<file path="src/rtl/irq_pkg.sv">
package irq_pkg;
    typedef enum logic [1:0] {
        PRIV_USER  = 2'd0,
        PRIV_SUPER = 2'd1,
        PRIV_RSVD  = 2'd2,
        PRIV_MACH  = 2'd3
    } priv_e;

    typedef enum logic {
        TMR_IDLE  = 1'b0,
        TMR_FIRED = 1'b1
    } tmr_state_e;

    localparam int IDX_S_SOFT  = 1;
    localparam int IDX_H_SOFT  = 2;
    localparam int IDX_M_SOFT  = 3;
    localparam int IDX_S_TIMER = 5;
    localparam int IDX_H_TIMER = 6;
    localparam int IDX_M_TIMER = 7;
    localparam int IDX_COPROC  = 8;
    localparam int IDX_HOST    = 9;
endpackage

</file>
<file path="src/rtl/irq_timer_fsm.sv">
module irq_timer_fsm
    import irq_pkg::*;
#(
    parameter int TW = 64
) (
    input  logic          clk,
    input  logic          rst_n,
    input  logic [TW-1:0] time_i,
    input  logic [TW-1:0] cmp_i,
    input  logic          cmp_wr_i,
    output logic          mtip_o
);
    tmr_state_e state_q, state_d;
    logic       reached;

    assign reached = (time_i >= cmp_i);

    always_comb begin
        state_d = state_q;
        unique case (state_q)
            TMR_IDLE:  if (reached && !cmp_wr_i) state_d = TMR_FIRED;
            TMR_FIRED: if (cmp_wr_i)             state_d = TMR_IDLE;
            default:                             state_d = TMR_IDLE;
        endcase
    end

    always_ff @(posedge clk) begin
        if (!rst_n) state_q <= TMR_IDLE;
        else        state_q <= state_d;
    end

    always_comb begin
        unique case (state_q)
            TMR_FIRED: mtip_o = 1'b1;
            default:   mtip_o = 1'b0;
        endcase
    end
endmodule

</file>
<file path="src/rtl/irq_lowest_pick.sv">
module irq_lowest_pick #(
    parameter int N  = 16,
    parameter int IW = 4
) (
    input  logic [N-1:0]  vec_i,
    output logic          any_o,
    output logic [IW-1:0] idx_o
);
    always_comb begin
        idx_o = '0;
        for (int i = N - 1; i >= 0; i--) begin
            if (vec_i[i]) idx_o = IW'(i);
        end
        any_o = |vec_i;
    end
endmodule

</file>
<file path="src/rtl/irq_select_top.sv">
module irq_select_top
    import irq_pkg::*;
#(
    parameter int NIRQ = 16,
    parameter int XLEN = 64,
    parameter int TW   = 64
) (
    input  logic            clk,
    input  logic            rst_n,
    input  logic [NIRQ-1:0] pend_i,
    input  logic [NIRQ-1:0] en_i,
    input  logic [NIRQ-1:0] deleg_i,
    input  logic [1:0]      priv_i,
    input  logic            m_ie_i,
    input  logic            s_ie_i,
    input  logic            busy_i,
    input  logic [TW-1:0]   time_i,
    input  logic [TW-1:0]   cmp_i,
    input  logic            cmp_wr_i,
    output logic            take_o,
    output logic [XLEN-1:0] cause_o,
    output logic            mtip_o
);
    localparam int IW     = $clog2(NIRQ);
    localparam int NGRP   = 2;
    localparam int GRP_M  = 0;
    localparam int GRP_S  = 1;
    localparam int PAD_W  = XLEN - 1 - IW;
    localparam logic [NIRQ-1:0] TMR_MASK = NIRQ'(1) << IDX_M_TIMER;

    logic            mtip;
    logic [NIRQ-1:0] live;
    logic [NIRQ-1:0] grp_vec [NGRP];
    logic            grp_ok  [NGRP];
    logic            grp_any [NGRP];
    logic [IW-1:0]   grp_idx [NGRP];
    logic            take_d;
    logic [IW-1:0]   idx_d;
    logic            take_q;
    logic [XLEN-1:0] cause_q;
    priv_e           priv;

    irq_timer_fsm #(.TW(TW)) u_tmr (
        .clk      (clk),
        .rst_n    (rst_n),
        .time_i   (time_i),
        .cmp_i    (cmp_i),
        .cmp_wr_i (cmp_wr_i),
        .mtip_o   (mtip)
    );

    assign priv = priv_e'(priv_i);
    assign live = ((pend_i & ~TMR_MASK) | (mtip ? TMR_MASK : '0)) & en_i;

    assign grp_vec[GRP_M] = live & ~deleg_i;
    assign grp_vec[GRP_S] = live &  deleg_i;
    assign grp_ok[GRP_M]  = (priv < PRIV_MACH)  || (priv == PRIV_MACH  && m_ie_i);
    assign grp_ok[GRP_S]  = (priv < PRIV_SUPER) || (priv == PRIV_SUPER && s_ie_i);

    for (genvar g = 0; g < NGRP; g++) begin : g_grp
        irq_lowest_pick #(.N(NIRQ), .IW(IW)) u_pick (
            .vec_i (grp_vec[g]),
            .any_o (grp_any[g]),
            .idx_o (grp_idx[g])
        );
    end

    always_comb begin
        take_d = 1'b0;
        idx_d  = '0;
        if (grp_ok[GRP_M] && grp_any[GRP_M]) begin
            take_d = 1'b1;
            idx_d  = grp_idx[GRP_M];
        end else if (grp_ok[GRP_S] && grp_any[GRP_S]) begin
            take_d = 1'b1;
            idx_d  = grp_idx[GRP_S];
        end
        if (busy_i) take_d = 1'b0;
    end

    always_ff @(posedge clk) begin
        if (!rst_n) begin
            take_q  <= 1'b0;
            cause_q <= '0;
        end else begin
            take_q  <= take_d;
            cause_q <= take_d ? {1'b1, {PAD_W{1'b0}}, idx_d} : '0;
        end
    end

    assign take_o  = take_q;
    assign cause_o = cause_q;
    assign mtip_o  = mtip;
endmodule

</file>
<file path="config.mk">
export PLATFORM = sky130hd
export DESIGN_NAME = irq_select_top
export DESIGN_NICKNAME = d
export VERILOG_FILES = /design/src/rtl/irq_pkg.sv /design/src/rtl/irq_timer_fsm.sv /design/src/rtl/irq_lowest_pick.sv /design/src/rtl/irq_select_top.sv
export SDC_FILE = /design/constraint.sdc
export NUM_CORES = 1
export LEC_CHECK = 0
export ABC_AREA = 1
export BUFFER_PORTS_ARGS = -buffer_cell sky130_fd_sc_hd__buf_4
export CAP_MARGIN = 20
export CORE_AREA = 3 3 95 97
export CTS_CLUSTER_DIAMETER = 120
export DETAILED_ROUTE_END_ITERATION = 10
export DIE_AREA = 0 0 98 100
export GPL_TIMING_DRIVEN = 0
export PLACE_DENSITY = 0.75
export SYNTH_ARGS = -nofsm -noshare
export SYNTH_HDL_FRONTEND = slang
export SYNTH_SLANG_ARGS = --single-unit
</file>
<file path="constraint.sdc">
create_clock -name clk -period 1.7 [get_ports clk]
set_input_delay 0.085 -clock clk [delete_from_list [all_inputs] [get_ports clk]]
set_output_delay 0.085 -clock clk [all_outputs]
set_load 0.02 [all_outputs]
</file>
==> results of run 1 <==
==> cells by family (layout without fill, tap and decap cells) <==
kind of cell,count (synthesis),count (layout),synth area share
other cells,1,59,0.00128
flops,6,6,0.0409
simple gates,183,183,0.277
fa+ha+maj,64,64,0.272
compound gates,68,68,0.133
buf+inv,156,348,0.276
==> where the power goes <==
group / internal, mW / switching (mW)
Combinational: 0.581 / 0.535
Clock: 0.152 / 0.0573
Sequential: 0.150 / 0.00526
Total: 0.883 / 0.597
==> path summary, 6_finish.rpt <==
| path | slack (ns) | cells past startpoint | endpoint | start |
|---|---|---|---|---|
| max | 0.13 | 9 | cause_o[3] | u_tmr.state_q |
| min | 0.04 | 2 | cause_o[63] | busy_i |
| max reg2reg | 0.13 | 9 | cause_o[3] | u_tmr.state_q |
| min reg2reg | 0.59 | 2 | u_tmr.state_q | u_tmr.state_q |
==> metal layers <==
layer	wire length, um	global-route usage	vias to the layer above
met1	3270	0.177	1482
met4	130	0.0405	0
met3	782	0.0278	10
met2	4610	0.317	146
li1	-	-	1913
met5	0	0	-
==> critical path: stages, from the launching register on <==
cell	delay, ns
sky130_fd_sc_hd__dfxtp_1	0.42
sky130_fd_sc_hd__nand2_1	0.09
sky130_fd_sc_hd__nor2_2	0.12
sky130_fd_sc_hd__nor2_2	0.06
sky130_fd_sc_hd__nand2_1	0.09
sky130_fd_sc_hd__nor2_2	0.07
sky130_fd_sc_hd__a21oi_4	0.19
sky130_fd_sc_hd__inv_2	0.08
sky130_fd_sc_hd__a32oi_1	0.28
sky130_fd_sc_hd__nor2_2	0.04
==> metrics by stage <==
stage               std cells  utilization  area [sq um]
floorplan                 536            -          3160
global route              833        0.578          4750
finish                    833        0.578          4750
detailed placement        830        0.573          4710
CTS                       833        0.578          4750
global placement          830        0.573          4710
==> sequential cells by signal, summed over array words and instances (netlist names) <==
signal / flops
u_tmr.state_q: 1
cause_o: 5
==> cells in the final DEF, fill, tap and decap left out, drive strengths merged <==
cell type and instances:
a21o 1, nand2 94, o31ai 1, nand3 23, clkbuf 3, a211oi 1, o21bai 1, nor2 48
conb 59, nand3b 2, o211ai 3, dfxtp 6, a31oi 1, a21oi 40, o21ai 17, nor3 10
inv 96, o21a 1, ha 64, o2111ai 1, buf 249, nand4 5, a32oi 1, and3 1
==> area by class of cell <==
type | instances | area (sq um)
Fill cell | 782 | 3470
Multi-Input combinational cell | 374 | 2230
Timing Repair Buffer | 189 | 1420
Buffer | 60 | 450
Inverter | 96 | 360
Tap cell | 105 | 131
Sequential cell | 6 | 120
Clock buffer | 3 | 41.3
==> results.py, run 1 <==
metrics = {
    "status": {
        "run_status": "finished, final reports clean",
    },
    "timing": {
        "min_period_ns": 1.57,
        "setup-tns-final_ns": 0,
        "fmax_mhz": 638,
        "setup_viol": 0,
        "layout_setup_ws_ns": 0.133,
        "skew_ns": 0.00227,
        "min_period_over_period": 0.922,
        "hold_viol": 0,
        "final.hold.worst_slack_ns": 0.0441,
        "final_max_slew_viol_count": 0,
        "grt_setup_unrepaired": "no",
    },
    "floorplan": {
        "floorplan.initialDensity": 0.358,
        "floorplan.io_pins": 250,
        "design.die.area_sq_um": 9800,
        "die_width_um": 98,
        "core_area_sq_um": 8220,
        "chipHeight_um": 100,
        "rows": 33,
    },
    "clocking": {
        "cts_hold_buf": 0,
        "numClockSinks": 6,
        "clock_tree.buffer_depth": 2,
        "cts_max_level": 1,
        "post_cts_buffers": 0,
        "cts-root-buf": "sky130_fd_sc_hd__clkbuf_8",
        "clock_latency_ns": 0.22,
        "clock_tree_from_tritoncts": "done",
        "post_cts_resize_count": 0,
        "clk_transition_reported_paths_ns": 0.04,
        "total_clock_buffers_created_by_cts": 3,
    },
    "run": {
        "max_cap_viol_count": 0,
    },
    "detailed_routing": {
        "route.detailed.drc": 0,
        "via_per_inst": 4.26,
        "first_pass_iters": 4,
        "post_dr_wirelength_cell_um": 10.6,
        "num_vias": 3551,
        "drtAntennaViolNets": 0,
        "drt_iter0_markers": 46,
        "totalWireLength_um": 8790,
    },
    "logic_synthesis": {
        "synth_warnings": 0,
        "postSynthAreaPerCell_sq_um": 6.15,
        "synth.top_cell.area_share": 0.272,
        "flip_flop_cell_with_the_highest_count_after_synthesis": "sky130_fd_sc_hd__dfxtp_1",
        "instance_count_of_the_mapped_netlist": 478,
        "ffs_latches_synth": 6,
        "yosys.cell_count.top_type": "sky130_fd_sc_hd__nand2_1",
        "cell_types_with_the_highest_counts_after_synthesis": "sky130_fd_sc_hd__nand2_1, sky130_fd_sc_hd__inv_1, sky130_fd_sc_hd__ha_1",
        "ys_seq_area_frac": 0.0409,
        "share_of_async_settable_or_async_resettable_flops_after_synthesis": 0,
        "count_of_flip_flops_with_a_built_in_enable_after_synthesis": 0,
        "synthDistinctLibCells": 33,
        "syn-cell-area_sq_um": 2940,
        "synthTopCellsByArea": "sky130_fd_sc_hd__ha_1, sky130_fd_sc_hd__buf_4, sky130_fd_sc_hd__nand2_1",
        "synth_top_area_cell": "sky130_fd_sc_hd__ha_1",
    },
    "placement": {
        "dpl.hpwl_um": 8410,
        "place_congestion": 0.820,
        "portBuffers": 189,
        "pre_cts_ws_ns": -0.0250,
    },
    "worst_setup_path": {
        "worst_ep_arrival_time_ns": 1.67,
        "path_class": "reg -> reg",
        "crit_path_end_kind": "register",
        "timing.critical_path.from_type": "register",
        "data_required_time_at_the_worst_endpoint_ns": 1.81,
        "path_max_fanout": 4,
    },
    "global_routing": {
        "grt_total_usage": 0.161,
        "grt_pass1_wl_um": 13400,
        "antenna_violations_before_repair": 0,
        "grt_pass1_vias": 3220,
        "grt_start_max_net_pins": 5,
        "globalRoute.totalOverflow": 0,
    },
    "layout": {
        "insertedDiodeCount": 0,
        "area_delta_synth_final_pct": 61.5,
        "fraction_of_final_layout_cells_sized_beyond_drive_strength_1": 0.379,
        "nets": 978,
    },
    "power_and_ir_drop": {
        "report.power.total_mw": 1.48,
        "cellPowerDensity_nw_per_um2": 312,
        "peakVddDrop_uv": 174,
        "cellLeakagePower_nw": 3.01,
    },
    "worst_hold_path": {
        "worstHoldPathType": "in -> reg",
    },
}
Note: power is estimated with default switching activity, not from simulation.
==> inputs of run 2 (changes only) <==
--- a/config.mk
+++ b/config.mk
@@ -8,12 +8,14 @@
 export ABC_AREA = 1
 export BUFFER_PORTS_ARGS = -buffer_cell sky130_fd_sc_hd__buf_4
 export CAP_MARGIN = 20
-export CORE_AREA = 3 3 95 97
+export CORE_AREA = 3 3 96 98
+export CTS_BUF_LIST = sky130_fd_sc_hd__clkbuf_8
 export CTS_CLUSTER_DIAMETER = 120
 export DETAILED_ROUTE_END_ITERATION = 10
-export DIE_AREA = 0 0 98 100
+export DIE_AREA = 0 0 99 101
 export GPL_TIMING_DRIVEN = 0
-export PLACE_DENSITY = 0.75
+export PLACE_DENSITY = 0.76
 export SYNTH_ARGS = -nofsm -noshare
 export SYNTH_HDL_FRONTEND = slang
+export SYNTH_HIERARCHICAL = 1
 export SYNTH_SLANG_ARGS = --single-unit
==> results.py, run 2 <==
metrics = {
    "logic_synthesis": {
        "share_of_async_settable_or_async_resettable_flops_after_synthesis": 0,
        "synth_top_area_cell": "sky130_fd_sc_hd__ha_1",
        "post_synth_xor_area_fraction": 0,
        "synth.top_cell.area_share": 0.252,
        "flip_flop_cell_with_the_highest_count_after_synthesis": "sky130_fd_sc_hd__dfxtp_1",
        "cell_types_with_the_highest_counts_after_synthesis": "sky130_fd_sc_hd__inv_1, sky130_fd_sc_hd__nand2_1, sky130_fd_sc_hd__ha_1",
        "synth_fa_ha_area_frac": 0.252,
        "postSynthAreaPerCell_sq_um": 5.84,
        "syn-cell-area_sq_um": 3170,
        "count_of_flip_flops_with_a_built_in_enable_after_synthesis": 0,
        "yosys.cell_count.top_type": "sky130_fd_sc_hd__inv_1",
        "synthTopCellsByArea": "sky130_fd_sc_hd__ha_1, sky130_fd_sc_hd__inv_1, sky130_fd_sc_hd__buf_4",
        "synth_compound_area_frac": 0.0871,
        "instance_count_of_the_mapped_netlist": 544,
        "ys_seq_area_frac": 0.0378,
        "synth_top_family_by_area": "simple AND/OR/NAND/NOR gates",
        "synth_simple_gate_area_frac": 0.320,
        "synthDistinctLibCells": 28,
        "synth_warnings": 6,
        "ffs_latches_synth": 6,
        "synth.mux.area_fraction": 0,
    },
    "layout": {
        "final_core_util": 0.583,
        "layout_commonest_cell": "sky130_fd_sc_hd__buf_4",
        "stdcell_area_sq_um": 4990,
        "insertedDiodeCount": 0,
        "nets": 1044,
        "instances_no_fill": 902,
        "area_delta_synth_final_pct": 57.1,
        "layout.cells.most_common_list": "sky130_fd_sc_hd__buf_4, sky130_fd_sc_hd__inv_1, sky130_fd_sc_hd__nand2_1, sky130_fd_sc_hd__ha_1, sky130_fd_sc_hd__nor2_1",
        "fraction_of_final_layout_cells_sized_beyond_drive_strength_1": 0.360,
        "n_fill_cell": 814,
        "flip_flop_count_of_the_largest_register_after_layout": 5,
    },
    "detailed_routing": {
        "post_dr_wirelength_cell_um": 10.1,
        "route.detailed.drc": 0,
        "num_vias": 3751,
        "first_pass_iters": 5,
        "via_per_inst": 4.16,
        "drtAntennaViolNets": 0,
        "totalWireLength_um": 9110,
        "drt_iter0_markers": 66,
    },
    "clocking": {
        "cts_hold_buf": 0,
        "clock_tree_from_tritoncts": "done",
        "numClockSinks": 6,
        "clk_transition_reported_paths_ns": 0.04,
        "post_cts_resize_count": 0,
        "cts-root-buf": "sky130_fd_sc_hd__clkbuf_8",
        "total_clock_buffers_created_by_cts": 3,
        "clock_tree.buffer_depth": 2,
        "cts_max_level": 1,
        "post_cts_buffers": 0,
        "clock_latency_ns": 0.23,
    },
    "timing": {
        "skew_ns": 0.00690,
        "min_period_ns": 1.44,
        "grt_setup_unrepaired": "no",
        "layout_setup_ws_ns": 0.265,
        "fmax_mhz": 697,
        "hold_viol": 0,
        "min_period_over_period": 0.844,
        "final_max_slew_viol_count": 0,
        "setup_viol": 0,
        "setup-tns-final_ns": 0,
    },
    "floorplan": {
        "design.die.area_sq_um": 10000,
        "floorplan.initialDensity": 0.371,
        "chipHeight_um": 101,
        "die_width_um": 99,
        "floorplan.io_pins": 250,
        "core_area_sq_um": 8550,
        "rows": 34,
    },
    "worst_setup_path": {
        "worst_path_largest_cell_delay_ns": 0.35,
        "path_max_fanout": 5,
        "crit_path_top_delay_cell": "sky130_fd_sc_hd__dfxtp_1",
        "worst_ep_arrival_time_ns": 1.59,
        "path_class": "reg -> reg",
        "critical_path.n_buffers_inverters": 1,
        "timing.critical_path.from_type": "register",
        "crit_path_end_kind": "register",
        "cp_delay_by_family_top": "simple AND/OR/NAND/NOR gates",
        "data_required_time_at_the_worst_endpoint_ns": 1.86,
        "cp_cell_sequence": "nand2_1 -> nor2_1 -> inv_2 -> nand3_1 -> nor2_1 -> nand2_1 -> nand2_4 -> nand2_2 -> nand2_4 -> a21oi_2",
    },
    "placement": {
        "portBuffers": 189,
        "dp_cells": 899,
        "place_congestion": 0.856,
        "detailed_place.area_sq_um": 4950,
        "dpl.hpwl_um": 8760,
        "pre_cts_ws_ns": 0.0621,
    },
    "global_routing": {
        "grt.met1_usage": 0.172,
        "grt_pass1_wl_um": 13900,
        "grt.busiest_layer": "met2",
        "antenna_violations_before_repair": 0,
        "grt_met2_use": 0.341,
        "grt_start_max_net_pins": 6,
        "grt_pass1_vias": 3461,
        "globalRoute.totalOverflow": 0,
        "grt_use_met3": 0.0291,
        "grt_total_usage": 0.164,
    },
    "worst_hold_path": {
        "worstHoldPathType": "in -> reg",
    },
    "power_and_ir_drop": {
        "cellPowerDensity_nw_per_um2": 308,
        "cellLeakagePower_nw": 3.26,
        "peakVddDrop_uv": 171,
    },
    "status": {
        "run_status": "finished, final reports clean",
    },
    "run": {
        "max_cap_viol_count": 0,
    },
}
==> run 2: changes by cell type after synthesis, sizes merged, moves of 4 or more <==
cell / change
inv: +38
nand2: +27
nor2: +19
o21ai: -12
a21oi: -4
nor3: -4
==> run 2: stage by stage <==
step	total power [mW]	hold WS, ns
global route	1.70	0.132
floorplan	0.863	0.221
detailed placement	1.31	0.334
CTS	1.54	0.101
finish	1.54	0.0990
global placement	1.29	0.330
==> run 2: path summary, 6_finish.rpt <==
kind	cells after the start	startpoint	slack [ns]	to
hold reg to reg	6	u_tmr/state_q	0.80	u_tmr/state_q
setup reg to reg	10	u_tmr/state_q	0.26	cause_o[3]
hold / removal	4	cmp_wr_i	0.1	u_tmr/state_q
setup / recovery	10	u_tmr/state_q	0.26	cause_o[3]
==> run 2: tightest hold or removal path, stage by stage <==
cell	delay (ns)
sky130_fd_sc_hd__buf_4	0.08
sky130_fd_sc_hd__inv_1	0.03
sky130_fd_sc_hd__nand2_1	0.06
sky130_fd_sc_hd__a21oi_2	0.03
==> run 2: final cells by class <==
cell class                      count  area, sq um  area share
Clock buffer                        3         41.3     0.00828
Timing Repair Buffer              189         1420       0.284
Inverter                          135          507       0.102
Sequential cell                     6          120      0.0241
Tap cell                          108          135      0.0271
Buffer                             60          450      0.0903
Multi-Input combinational cell    401         2310       0.464
==> run 2: logic make-up (layout without fill, tap and decap cells) <==
| logic type | after synthesis | count (layout) |
|---|---|---|
| simple gates | 231 | 231 |
| buf+inv | 195 | 387 |
| fa+ha+maj | 64 | 64 |
| compound gates | 47 | 47 |
| flops | 6 | 6 |
| other cells | 1 | 59 |
==> run 2: layer usage <==
metal  vias up  share of wire
met3        10          0.077
met4         0          0.014
li1       2046              -
met1      1568           0.35
met2       127           0.56
met5         -              0
==> run 2: where the power goes <==
group / total, mW / switching (mW) / internal (mW)
Sequential: 0.153 / 0.00336 / 0.150
Clock: 0.224 / 0.0709 / 0.153
Combinational: 1.16 / 0.560 / 0.599
Total: 1.54 / 0.635 / 0.902
